===== src/rtl/dma_addr_gen.sv =====
module dma_addr_gen #(
  parameter int AW = 32,
  parameter int LW = 16
) (
  input  logic          clk,
  input  logic          rst_n,
  input  logic          en,
  input  logic [AW-1:0] pstart,
  input  logic [AW-1:0] mstart,
  input  logic [LW-1:0] len,
  input  logic [1:0]    psize,
  input  logic [1:0]    msize,
  input  logic          pinc,
  input  logic          minc,
  input  logic          pofs4,
  input  logic          beat_done,
  output logic [AW-1:0] paddr,
  output logic [AW-1:0] maddr,
  output logic [LW-1:0] remain,
  output logic          last,
  output logic          active,
  output logic          cfg_err
);
  localparam logic [1:0] W_RSV = 2'b11;
  localparam int SW = 3;

  logic          en_q;
  logic [SW-1:0] pstep, mstep;
  logic          load, bad, go;

  function automatic logic [SW-1:0] stride(input logic [1:0] w);
    case (w)
      2'b00:   return SW'(1);
      2'b01:   return SW'(2);
      default: return SW'(4);
    endcase
  endfunction

  assign load = en & ~en_q;
  assign bad  = (psize == W_RSV) | (msize == W_RSV);
  assign go   = active & en & beat_done & (remain != '0);
  assign last = (remain == LW'(1));

  always_ff @(posedge clk) begin
    if (!rst_n) begin
      en_q    <= 1'b0;
      active  <= 1'b0;
      cfg_err <= 1'b0;
      paddr   <= '0;
      maddr   <= '0;
      remain  <= '0;
      pstep   <= '0;
      mstep   <= '0;
    end else begin
      en_q <= en;
      if (load) begin
        if (bad) begin
          cfg_err <= 1'b1;
          active  <= 1'b0;
        end else begin
          cfg_err <= 1'b0;
          active  <= 1'b1;
          paddr   <= pstart;
          maddr   <= mstart;
          remain  <= len;
          pstep   <= !pinc ? '0 : (pofs4 ? SW'(4) : stride(psize));
          mstep   <= minc ? stride(msize) : '0;
        end
      end else begin
        if (!en) active <= 1'b0;
        if (go) begin
          paddr  <= paddr + {{(AW-SW){1'b0}}, pstep};
          maddr  <= maddr + {{(AW-SW){1'b0}}, mstep};
          remain <= remain - LW'(1);
        end
      end
    end
  end
endmodule



===== config.mk =====
export PLATFORM = sky130hd
export DESIGN_NAME = dma_addr_gen
export DESIGN_NICKNAME = d
export VERILOG_FILES = /design/src/rtl/dma_addr_gen.sv
export SDC_FILE = /design/constraint.sdc
export NUM_CORES = 1
export LEC_CHECK = 0
export BUFFER_PORTS_ARGS = -buffer_cell sky130_fd_sc_hd__buf_2
export CAP_MARGIN = 10
export CELL_PAD_IN_SITES_DETAIL_PLACEMENT = 0
export CELL_PAD_IN_SITES_GLOBAL_PLACEMENT = 1
export CORE_MARGIN = 8
export CORE_UTILIZATION = 35
export CTS_BUF_LIST = sky130_fd_sc_hd__clkbuf_16
export DETAILED_ROUTE_END_ITERATION = 10
export GPL_TIMING_DRIVEN = 0
export MAX_ROUTING_LAYER = met4
export PLACE_DENSITY = 0.85
export SYNTH_ARGS = -nofsm -noshare
export SYNTH_HDL_FRONTEND = slang
export SYNTH_SLANG_ARGS = --single-unit

===== constraint.sdc =====
create_clock -name clk -period 2.61 [get_ports clk]
set_input_delay 0.1305 -clock clk [delete_from_list [all_inputs] [get_ports clk]]
set_output_delay 0.1305 -clock clk [all_outputs]
set_load 0.01 [all_outputs]

==> flow_summary.yaml <==
setup_path:
  arrival_ns: 2.79
  crit_path_max_fanout: 10
  crit_type: "flip-flop to flip-flop"
  endpoint_kind: "flip-flop"
  start_kind: "flip-flop"
  worstPathRequired_ns: 2.86
place:
  dp_cells: 1144
  globalplace.congestion: 0.993
  portBuffers: 173
  post-dp-hpwl_um: 19700
cells_and_area:
  fin_util_pct: 44.9
  fill_cells: 1739
  layout-drive-gt1-share_pct: 23.6
  fin_nets: 1039
  fin_cells: 1160
  layout_commonest_cell: "buf_2"
  layout_common_cells: "181 x buf_2, 92 x nand2_1, 89 x dfxtp_1"
  area_delta_synth_final_pct: 26.5
clock_tree:
  h-tree-depth: 3
  tritoncts: "built"
  ctsRootBufferMaster: "clkbuf_16"
  cts_sinks: 89
  path_clk_slew_ns: 0.07
  cts_buffers: 9
  insertion_delay_ns: 0.36
  cts.path.max_buffers: 2
pwr:
  p_per_area_nw_per_um2: 528
  max-vdd-ir-drop_uv: 368
  p_leak_nw: 2.90
  finalPower_mw: 3.74
yosys:
  synthArstFlopShare_pct: 0
  ys_types: 66
  post_synth.cell_area_avg_um2: 7.42
  netlist_area_um2: 5600
  synth_edf_count: 0
  yosysWarnings: 0
  ys_seq_area_share_pct: 31.8
  ys.flop_type: "dfxtp_1"
  syn_inst: 755
  syn_nets: 856
  ys_ff_latch: 89
die:
  fp.dieH_um: 143
  die_area_um2: 20300
  initial_core_util_pct: 35.5
  core_um2: 15800
  die_w_um: 143
  row_count: 46
  ioPinCount: 174
route:
  drtAntennaViolNets: 0
  wl_um: 27300
  dr.pass1.iters: 5
  drc: 0
  wl_per_cell_um: 23.5
  dr_total_vias: 7165
  drtIter0Drc: 1059
  vias_per_cell: 6.18
sta:
  fin_crit_ns: 2.54
  fin_hold_ws_ns: 0.0371
  tightest_slew_ns: 1.02
  final_hold_viol_count: 0
  fmax_mhz: 394
  fin_worst_skew_ns: 0.0109
  min_period_over_period_pct: 97.3
  drv_slew: 0
  fin_tns_setup_ns: 0
  finalSetupViolCount: 0
  slew_headroom_pct: 31.5
global_routing:
  grt_max_degree: 15
  grt_first_pass_wirelength_um: 40200
  grt_pass1_vias: 6755
  antenna_found_initial: 1
  grtUsageTotal_pct: 26.7
  grt_overflow: 0
status:
  status: "completed"
hold_path:
  hold_class: "primary input to flip-flop"
job:
  drv_cap: 0
-- logic make-up after synthesis --
group | Yosys count | share of synthesized area, %
flip-flops | 89 | 31.8
adder cells (fa/ha/maj) | 10 | 2.50
AND/OR/NAND/NOR | 311 | 27.5
multiplexers | 2 | 0.357
XOR/XNOR | 2 | 0.313
AO/OA/AOI/OAI | 265 | 31.8
buffers and inverters | 76 | 5.78
-- layout make-up --
class / instances / area [µm²] / share of cell area (%)
inverter: 7 / 26.3 / 0.371
buffer: 67 / 309 / 4.36
multi-input combinational: 590 / 3530 / 49.9
antenna: 1 / 2.50 / 0.0353
sequential: 89 / 1780 / 25.1
tap: 216 / 270 / 3.81
timing repair buffer: 174 / 873 / 12.3
clock buffer: 9 / 225 / 3.18
clock inverter: 7 / 63.8 / 0.900
-- flip-flops by register name, summed over array words and instances (netlist names) --
signal and count:
active 1, cfg_err 1, en_q 1, maddr 32
mstep 3, paddr 32, pstep 3, remain 16
-- critical path: stages, from the launching register on --
cell     delay, ns
dfxtp_1       0.38
inv_1         0.10
ha_2          0.21
or3b_2        0.51
nor4_4        0.28
o21a_2        0.26
buf_6         0.16
buf_6         0.19
nor2_1        0.08
a32o_1        0.25
-- metal layers --
layer | part of all wire, % | vias up | wire length [µm] | GRT usage, %
li1 | - | 3240 | - | -
met1 | 41 | 3306 | 11300 | 34.2
met2 | 43 | 512 | 11800 | 39.2
met3 | 11 | 107 | 3050 | 5.80
met4 | 4.0 | 0 | 1100 | 12.6
met5 | 0 | - | 0 | -
-- final timing paths --
kind	startpoint	end	slack, ns	cells after the start
hold reg to reg	pstep[2]	pstep[2]	0.46	2
hold / removal	mstart[0]	maddr[0]	0.04	3
setup reg to reg	remain[0]	paddr[20]	0.07	9
setup / recovery	remain[0]	paddr[20]	0.07	9
-- through the flow --
stage | area (µm²) | setup slack [ns]
after global placement | 6740 | -0.295
final | 7090 | 0.0695
after CTS | 7050 | 0.0181
after global routing | 7090 | -0.0123
after detailed placement | 6740 | -0.304
after floorplan | 5600 | 0.402
-- Yosys cell counts (10+ instances only) --
cell type	number	area [µm²]
nand2_1	93	349
dfxtp_1	89	1780
a21oi_1	82	410
nor2_1	72	270
clkbuf_1	49	184
o21ai_0	31	155
nand4_1	27	169
nand3_1	26	130
nor3_1	20	100
and3_1	17	106
a31oi_1	16	100
buf_2	13	65.1
nor4_1	12	75.1
o31ai_1	12	90.1
and4_1	11	96.3
o21ai_1	11	55.1
o22ai_1	11	68.8
o211ai_1	10	75.1
o221a_1	10	113
-- power breakdown --
part / total (mW) / internal (mW) / switching [mW]
sequential: 1.53 / 1.43 / 0.0962
clock: 1.33 / 0.735 / 0.598
combinational: 0.883 / 0.319 / 0.564
-- timing repair --
action,4_1_cts,5_1_grt
buffers inserted,0,1
endpoints found under the hold margin,0,0
resized for setup,6,15
pin swaps,0,2
hold buffers,0,0
endpoints found under the setup margin,62,63
(Power assumes the default switching activity.)
